==> config.mk <==
export PLATFORM = sky130hd
export DESIGN_NAME = flash_op_seq
export DESIGN_NICKNAME = d
export VERILOG_FILES = /design/src/rtl/flash_seq_pkg.sv /design/src/rtl/fseq_strobe_timer.sv /design/src/rtl/fseq_poll_eval.sv /design/src/rtl/fseq_poll_limit.sv /design/src/rtl/flash_op_seq.sv
export SDC_FILE = /design/constraint.sdc
export NUM_CORES = 1
export LEC_CHECK = 0
export CAP_MARGIN = 20
export CORE_MARGIN = 5
export CORE_UTILIZATION = 30
export CTS_CLUSTER_DIAMETER = 40
export DETAILED_ROUTE_END_ITERATION = 16
export GPL_ROUTABILITY_DRIVEN = 0
export PLACE_DENSITY = 0.65
export SKIP_CTS_REPAIR_TIMING = 1
export SLEW_MARGIN = 10
export SYNTH_ARGS = -nofsm -noshare
export SYNTH_HDL_FRONTEND = slang
export SYNTH_SLANG_ARGS = --single-unit
==> constraint.sdc <==
create_clock -name clk -period 2.6 [get_ports clk]
set_clock_uncertainty 0.15 [all_clocks]
set_input_delay 0.52 -clock clk [delete_from_list [all_inputs] [get_ports clk]]
set_output_delay 0.52 -clock clk [all_outputs]
set_load 0.01 [all_outputs]
==> src/rtl/flash_seq_pkg.sv <==
package flash_seq_pkg;

  typedef enum logic [1:0] {
    OP_PROG = 2'd0,
    OP_SECT = 2'd1,
    OP_CHIP = 2'd2,
    OP_BAD  = 2'd3
  } op_e;

  typedef enum logic [2:0] {
    S_IDLE = 3'd0,
    S_WR   = 3'd1,
    S_WGAP = 3'd2,
    S_RD   = 3'd3,
    S_RGAP = 3'd4
  } seq_st_e;

  typedef struct packed {
    logic        use_tgt_addr;
    logic        use_tgt_data;
    logic [14:0] a;
    logic [7:0]  d;
  } cmd_word_t;

  localparam logic [14:0] UNLOCK_A = 15'h5555;
  localparam logic [14:0] UNLOCK_B = 15'h2AAA;

  function automatic logic [2:0] op_writes(input op_e op);
    return (op == OP_PROG) ? 3'd4 : 3'd6;
  endfunction

  // One command step of the unlock/command sequence for the given operation.
  function automatic cmd_word_t cmd_step(input op_e op, input logic [2:0] idx);
    cmd_word_t w;
    w = '{use_tgt_addr: 1'b0, use_tgt_data: 1'b0, a: UNLOCK_A, d: 8'hAA};
    case (idx)
      3'd0: begin w.a = UNLOCK_A; w.d = 8'hAA; end
      3'd1: begin w.a = UNLOCK_B; w.d = 8'h55; end
      3'd2: begin w.a = UNLOCK_A; w.d = (op == OP_PROG) ? 8'hA0 : 8'h80; end
      3'd3: begin
        if (op == OP_PROG) begin
          w.use_tgt_addr = 1'b1;
          w.use_tgt_data = 1'b1;
        end else begin
          w.a = UNLOCK_A; w.d = 8'hAA;
        end
      end
      3'd4: begin w.a = UNLOCK_B; w.d = 8'h55; end
      default: begin
        if (op == OP_SECT) begin
          w.use_tgt_addr = 1'b1;
          w.d = 8'h30;
        end else begin
          w.a = UNLOCK_A; w.d = 8'h10;
        end
      end
    endcase
    return w;
  endfunction

  // Whether one status byte is consistent with completion.
  function automatic logic poll_ok(input logic use_dpoll, input logic have_prev,
                                   input logic prev6, input logic [7:0] b,
                                   input logic exp7);
    if (use_dpoll) return b[7] == exp7;
    return have_prev && (b[6] == prev6);
  endfunction

endpackage

==> src/rtl/fseq_strobe_timer.sv <==
module fseq_strobe_timer #(
  parameter int STROBE_CYC = 3
) (
  input  logic clk,
  input  logic rst_n,
  input  logic run,
  output logic last
);
  localparam int CW = $clog2(STROBE_CYC) + 1;
  localparam logic [CW-1:0] LAST_V = CW'(STROBE_CYC - 1);

  logic [CW-1:0] cnt_q;

  always_ff @(posedge clk) begin
    if (!rst_n || !run) cnt_q <= '0;
    else if (cnt_q != LAST_V) cnt_q <= cnt_q + 1'b1;
  end

  assign last = run && (cnt_q == LAST_V);
endmodule

==> src/rtl/fseq_poll_eval.sv <==
module fseq_poll_eval
  import flash_seq_pkg::*;
#(
  parameter int CONFIRM_N = 2,
  localparam int NEED = CONFIRM_N + 1,
  localparam int SW = $clog2(NEED + 1)
) (
  input  logic          clk,
  input  logic          rst_n,
  input  logic          clear,
  input  logic          sample,
  input  logic [7:0]    rdata,
  input  logic          use_dpoll,
  input  logic          exp7,
  output logic          complete,
  output logic [SW-1:0] streak
);
  localparam logic [SW-1:0] NEED_V = SW'(NEED);

  logic          have_q, prev6_q;
  logic [SW-1:0] streak_q;
  logic          ok;

  assign ok = poll_ok(use_dpoll, have_q, prev6_q, rdata, exp7);

  always_ff @(posedge clk) begin
    if (!rst_n || clear) begin
      have_q   <= 1'b0;
      prev6_q  <= 1'b0;
      streak_q <= '0;
    end else if (sample) begin
      have_q   <= 1'b1;
      prev6_q  <= rdata[6];
      if (!ok) streak_q <= '0;
      else if (streak_q != NEED_V) streak_q <= streak_q + 1'b1;
    end
  end

  assign complete = (streak_q == NEED_V);
  assign streak   = streak_q;
endmodule

==> src/rtl/fseq_poll_limit.sv <==
module fseq_poll_limit #(
  parameter int MAX_POLLS = 16
) (
  input  logic clk,
  input  logic rst_n,
  input  logic clear,
  input  logic sample,
  output logic exhausted
);
  localparam int CW = $clog2(MAX_POLLS + 1);
  localparam logic [CW-1:0] MAX_V = CW'(MAX_POLLS);

  logic [CW-1:0] cnt_q;

  always_ff @(posedge clk) begin
    if (!rst_n || clear) cnt_q <= '0;
    else if (sample && cnt_q != MAX_V) cnt_q <= cnt_q + 1'b1;
  end

  assign exhausted = (cnt_q == MAX_V);
endmodule

==> src/rtl/flash_op_seq.sv <==
module flash_op_seq
  import flash_seq_pkg::*;
#(
  parameter int ADDR_W     = 18,
  parameter int SECT_W     = 12,
  parameter int STROBE_CYC = 3,
  parameter int MAX_POLLS  = 16,
  parameter int CONFIRM_N  = 2
) (
  input  logic              clk,
  input  logic              rst_n,
  input  logic              req_valid,
  output logic              req_ready,
  input  logic [1:0]        req_op,
  input  logic [ADDR_W-1:0] req_addr,
  input  logic [7:0]        req_data,
  input  logic              req_mode,
  output logic              done,
  output logic              err,
  output logic [ADDR_W-1:0] bus_addr,
  output logic [7:0]        bus_wdata,
  input  logic [7:0]        bus_rdata,
  output logic              bus_we,
  output logic              bus_re
);
  localparam logic [ADDR_W-1:0] SECT_MASK = {ADDR_W{1'b1}} << SECT_W;
  localparam int SW = $clog2(CONFIRM_N + 2);

  seq_st_e           st_q;
  op_e               op_q;
  logic [2:0]        idx_q;
  logic [ADDR_W-1:0] addr_q;
  logic [7:0]        data_q;
  logic              mode_q;
  logic              done_q, err_q;

  // Named internal events for the checker
  logic          strobe_last;
  logic          seq_sample;
  logic          poll_clear;
  logic          seq_complete;
  logic          seq_exhausted;
  logic [SW-1:0] seq_streak;

  cmd_word_t         cmd;
  logic [ADDR_W-1:0] tgt_addr;
  logic [ADDR_W-1:0] wr_addr;
  logic [7:0]        wr_data;
  logic              exp7;

  assign seq_sample = (st_q == S_RD) && strobe_last;
  assign poll_clear = (st_q == S_WGAP);
  assign exp7       = (op_q == OP_PROG) ? data_q[7] : 1'b1;

  fseq_strobe_timer #(.STROBE_CYC(STROBE_CYC)) u_timer (
    .clk(clk), .rst_n(rst_n),
    .run((st_q == S_WR) || (st_q == S_RD)),
    .last(strobe_last)
  );

  fseq_poll_eval #(.CONFIRM_N(CONFIRM_N)) u_eval (
    .clk(clk), .rst_n(rst_n), .clear(poll_clear), .sample(seq_sample),
    .rdata(bus_rdata), .use_dpoll(mode_q), .exp7(exp7),
    .complete(seq_complete), .streak(seq_streak)
  );

  fseq_poll_limit #(.MAX_POLLS(MAX_POLLS)) u_limit (
    .clk(clk), .rst_n(rst_n), .clear(poll_clear), .sample(seq_sample),
    .exhausted(seq_exhausted)
  );

  always_comb begin
    cmd      = cmd_step(op_q, idx_q);
    tgt_addr = (op_q == OP_SECT) ? (addr_q & SECT_MASK) : addr_q;
    wr_addr  = cmd.use_tgt_addr ? tgt_addr : ADDR_W'(cmd.a);
    wr_data  = cmd.use_tgt_data ? data_q : cmd.d;
  end

  always_ff @(posedge clk) begin
    if (!rst_n) begin
      st_q   <= S_IDLE;
      op_q   <= OP_PROG;
      idx_q  <= '0;
      addr_q <= '0;
      data_q <= '0;
      mode_q <= 1'b0;
      done_q <= 1'b0;
      err_q  <= 1'b0;
    end else begin
      done_q <= 1'b0;
      err_q  <= 1'b0;
      case (st_q)
        S_IDLE: if (req_valid) begin
          op_q   <= op_e'(req_op);
          addr_q <= req_addr;
          data_q <= req_data;
          mode_q <= req_mode;
          idx_q  <= '0;
          if (op_e'(req_op) == OP_BAD) err_q <= 1'b1;
          else st_q <= S_WR;
        end
        S_WR: if (strobe_last) st_q <= S_WGAP;
        S_WGAP: begin
          if (idx_q == op_writes(op_q) - 3'd1) st_q <= S_RD;
          else begin
            idx_q <= idx_q + 3'd1;
            st_q  <= S_WR;
          end
        end
        S_RD: if (strobe_last) st_q <= S_RGAP;
        S_RGAP: begin
          if (seq_complete) begin
            done_q <= 1'b1;
            st_q   <= S_IDLE;
          end else if (seq_exhausted) begin
            err_q <= 1'b1;
            st_q  <= S_IDLE;
          end else st_q <= S_RD;
        end
        default: st_q <= S_IDLE;
      endcase
    end
  end

  assign req_ready = (st_q == S_IDLE);
  assign bus_we    = (st_q == S_WR);
  assign bus_re    = (st_q == S_RD);
  assign bus_addr  = bus_we ? wr_addr : (bus_re ? tgt_addr : '0);
  assign bus_wdata = bus_we ? wr_data : 8'h00;
  assign done      = done_q;
  assign err       = err_q;
endmodule

==> flow_summary.json, run 1 <==
{
  "outcome": "finished, violations left",
  "violations": "negative setup slack",
  "io_pins": 71,
  "p_leak_nw": 1.66,
  "critPathArrivalTime_ps": 2140,
  "cp_max_fo": 6,
  "die-area_um2": 10500,
  "clkTransAtPathRegs_ps": 90,
  "yosysTopAreaCell": "dfxtp_1",
  "power_mw": 1.58,
  "avgSynthCellArea_um2": 8.07,
  "rsz0062_at_grt": "yes",
  "cts-buffers-inserted": 5,
  "layout-drive-gt1-share": 0.236,
  "power-per-cell-area_nw_per_um2": 418,
  "yosysSeqAreaShare": 0.381,
  "fin_crit_ps": 2810,
  "path_class": "reg2out",
  "first_global_vias": 2422,
  "p_comb_frac": 0.203,
  "synth_top_area_share": 0.381,
  "finalWorstSetupSlack_ps": -209,
  "max-slew-margin-rel": 0.599,
  "ys_warn_count": 0,
  "grt_overflow": 0,
  "num_rows": 33,
  "hold_viol": 0,
  "switching_power_mw": 0.424,
  "ir_drop_mv": 0.261,
  "cap_viol_max_count": 0,
  "drt.antenna.violating_nets": 0,
  "drc": 0,
  "slew_violations": 0,
  "clkLatencyLatePin_ps": 290,
  "setup_viol_count_final": 18,
  "p_int_mw": 1.16,
  "end_kind": "primary output",
  "yosys-top-cells-area": "dfxtp_1, nand2_1, a21boi_0",
  "fp.dieH_um": 103,
  "route.vias.total": 2493,
  "cts_tree": "done",
  "crit_required_ps": 1930,
  "globalRouteTotalUtil": 0.133,
  "die_w_um": 103,
  "h-tree-depth": 2,
  "nNetsFinal": 465,
  "p_sw_frac": 0.268,
  "cts_sinks": 49,
  "drt_wl_total_mm": 6.97,
  "area_delta_synth_final_pct": 46.9,
  "viasPerCell": 4.79,
  "grt_pass1_wl_mm": 11.4,
  "place.port_buffers": 64,
  "clockBufferDepth": 2,
  "hpwl_mm": 5.10,
  "min_period_over_period": 1.08,
  "ys_ff_latch": 49,
  "drt_iter0_markers": 97,
  "start_util": 0.310,
  "placedCellCount": 504,
  "hp-class": "reg2reg",
  "netlist_area_um2": 2570,
  "critPathLaunchType": "register",
  "p_seq_frac": 0.508,
  "grt_max_degree": 39,
  "stdcell_count": 520,
  "syn_nets": 369,
  "worst_pin_slew_ps": 593,
  "clock_power_share": 0.289,
  "first_pass_iters": 4,
  "synthDistinctLibCells": 43,
  "core_um2": 8300,
  "routedWlPerCell_um": 13.4,
  "fmax_mhz": 356,
  "antenna_cells": 0,
  "synth_cells": 319,
  "antenna_found_initial": 0,
  "cts-root-buf": "clkbuf_8"
}
-- power by group through the flow --
stage / clock (mW) / combinational (mW) / sequential [mW]
2_1_floorplan: 0 / 0.161 / 0.816
3_3_place_gp: 0 / 0.318 / 0.820
3_5_place_dp: 0 / 0.323 / 0.821
4_1_cts: 0.474 / 0.325 / 0.804
5_1_grt: 0.501 / 0.354 / 0.808
6_report: 0.458 / 0.321 / 0.804
-- layout by cell type, fill, tap and decap left out, types with 2 or more instances in the layout --
| cell type | instances |
|---|---|
| nand2_1 | 80 |
| dfxtp_1 | 47 |
| clkdlybuf4s50_1 | 38 |
| buf_4 | 34 |
| a21boi_0 | 31 |
| nor2_1 | 20 |
| a21o_1 | 15 |
| buf_6 | 13 |
| buf_2 | 10 |
| a21oi_1 | 8 |
| inv_1 | 7 |
| nor2b_1 | 7 |
| o21ai_0 | 6 |
| ha_1 | 6 |
| clkbuf_8 | 6 |
| dlymetal6s2s_1 | 6 |
| a31oi_1 | 4 |
| and2_1 | 4 |
| nand3_1 | 4 |
| xnor2_1 | 4 |
| clkbuf_2 | 4 |
| nor3_4 | 3 |
| o21a_1 | 3 |
| nand2b_1 | 3 |
| xor2_1 | 3 |
| mux2i_1 | 3 |
| ha_4 | 3 |
| a211oi_1 | 2 |
| inv_2 | 2 |
| nor3_2 | 2 |
| a21oi_4 | 2 |
| a211oi_2 | 2 |
| nand4_1 | 2 |
| nor3_1 | 2 |
| dfxtp_4 | 2 |
-- Yosys cell counts --
| master | number |
|---|---|
| o21a_1 | 4 |
| a22oi_1 | 1 |
| nor3_4 | 1 |
| and4_1 | 1 |
| mux2i_2 | 1 |
| a21oi_1 | 11 |
| o2111ai_1 | 2 |
| and3_1 | 1 |
| ha_1 | 10 |
| and2_1 | 4 |
| nand4_1 | 2 |
| xnor2_1 | 4 |
| nor3_2 | 3 |
| a211oi_1 | 4 |
| dfxtp_1 | 49 |
| mux2i_1 | 3 |
| nor4bb_1 | 1 |
| or3_1 | 1 |
| nand3b_1 | 1 |
| a21boi_0 | 32 |
| nor2_2 | 1 |
| a221o_1 | 1 |
| nor3_1 | 3 |
| buf_2 | 5 |
| clkbuf_1 | 7 |
| buf_4 | 4 |
| a21o_1 | 15 |
| nand4b_1 | 1 |
| o21ai_0 | 7 |
| o221ai_2 | 1 |
| inv_1 | 10 |
| o22ai_1 | 1 |
| o211ai_1 | 1 |
| nand2_1 | 80 |
| a31oi_1 | 4 |
| a21boi_1 | 1 |
| nor2_1 | 20 |
| nand2b_1 | 5 |
| nand3_1 | 4 |
| nand4bb_1 | 1 |
| nand3b_2 | 1 |
| xor2_1 | 3 |
| nor2b_1 | 7 |
-- metal layers --
metal / wire [µm] / track usage
met1: 3310 / 0.183
met2: 3390 / 0.218
met3: 193 / 0.0156
met4: 78 / 0.0373
met5: 0 / 0
-- worst paths after layout --
path	startpoint	endpoint	slack, ps	depth (start not counted)
worst min-delay path	data_q[3]$_SDFFE_PN0P_	data_q[3]$_SDFFE_PN0P_	320	2
worst min register to register	data_q[3]$_SDFFE_PN0P_	data_q[3]$_SDFFE_PN0P_	320	2
worst max register to register	op_q[0]$_SDFFE_PN0P_	idx_q[2]$_SDFFE_PN0P_	680	6
worst max-delay path	idx_q[1]$_SDFFE_PN0P_	bus_addr[13]	-210	11
-- critical path, cell delays in order, from the launching register on --
cell and delay, ps:
dfxtp_4 380, ha_4 170, ha_4 160, buf_6 130, nand2b_4 70, a21oi_4 60, buf_6 130, nor3_4 290
buf_4 180, buf_6 80, a21o_1 70, buf_2 130
-- sequential cells by signal, indices dropped and copies added, names as in the netlist, 2 cells and up --
name and flops:
u_timer.cnt_q 3, u_limit.cnt_q 5, u_eval.streak 2, op_q 2, data_q 8, st_q 3
idx_q 3, addr_q 18
-- cells by family (layout without fill, tap and decap cells) --
family / count (synthesis) / in the layout / synth area share
xor gates and xnor gates: 7 / 7 / 0.0238
and+or+nand+nor: 138 / 138 / 0.251
DFF: 49 / 49 / 0.381
buffers and inverters: 26 / 122 / 0.0462
adders and majority gates: 10 / 10 / 0.0486
AOI/OAI and AO/OA: 85 / 85 / 0.233
muxes: 4 / 4 / 0.0170
-- per-stage QoR --
stage | setup slack [ps] | area [µm²] | setup TNS [ps] | hold slack, ps | utilization
after floorplan | 301 | 2570 | 0 | 289 | -
after global placement | -322 | 3510 | -5390 | 302 | 0.422
after detailed placement | -362 | 3510 | -6330 | 309 | 0.422
after CTS | -701 | 3600 | -15060 | 322 | 0.433
after global routing | -305 | 3780 | -3070 | 339 | 0.456
final | -209 | 3780 | -1530 | 317 | 0.456
-- layout make-up --
| cell class | count | area (µm²) |
|---|---|---|
| inverters | 10 | 40.0 |
| repair buffers | 105 | 927 |
| fillers | 816 | 4520 |
| clock buffers | 6 | 82.6 |
| multi-input cells | 244 | 1610 |
| clock inverters | 1 | 7.51 |
| flip-flops and latches | 49 | 988 |
| well taps | 105 | 131 |
No activity file was read; power rests on OpenSTA's default activity.
==> run 2, diff against run 1 <==
--- a/config.mk
+++ b/config.mk
@@ -5,7 +5,7 @@
 export SDC_FILE = /design/constraint.sdc
 export NUM_CORES = 1
 export LEC_CHECK = 0
-export CAP_MARGIN = 20
+export CAP_MARGIN = 10
 export CORE_MARGIN = 5
 export CORE_UTILIZATION = 30
 export CTS_CLUSTER_DIAMETER = 40
==> results of run 2 <==
The final DEF is identical to that of run 1; final timing and power are the same.
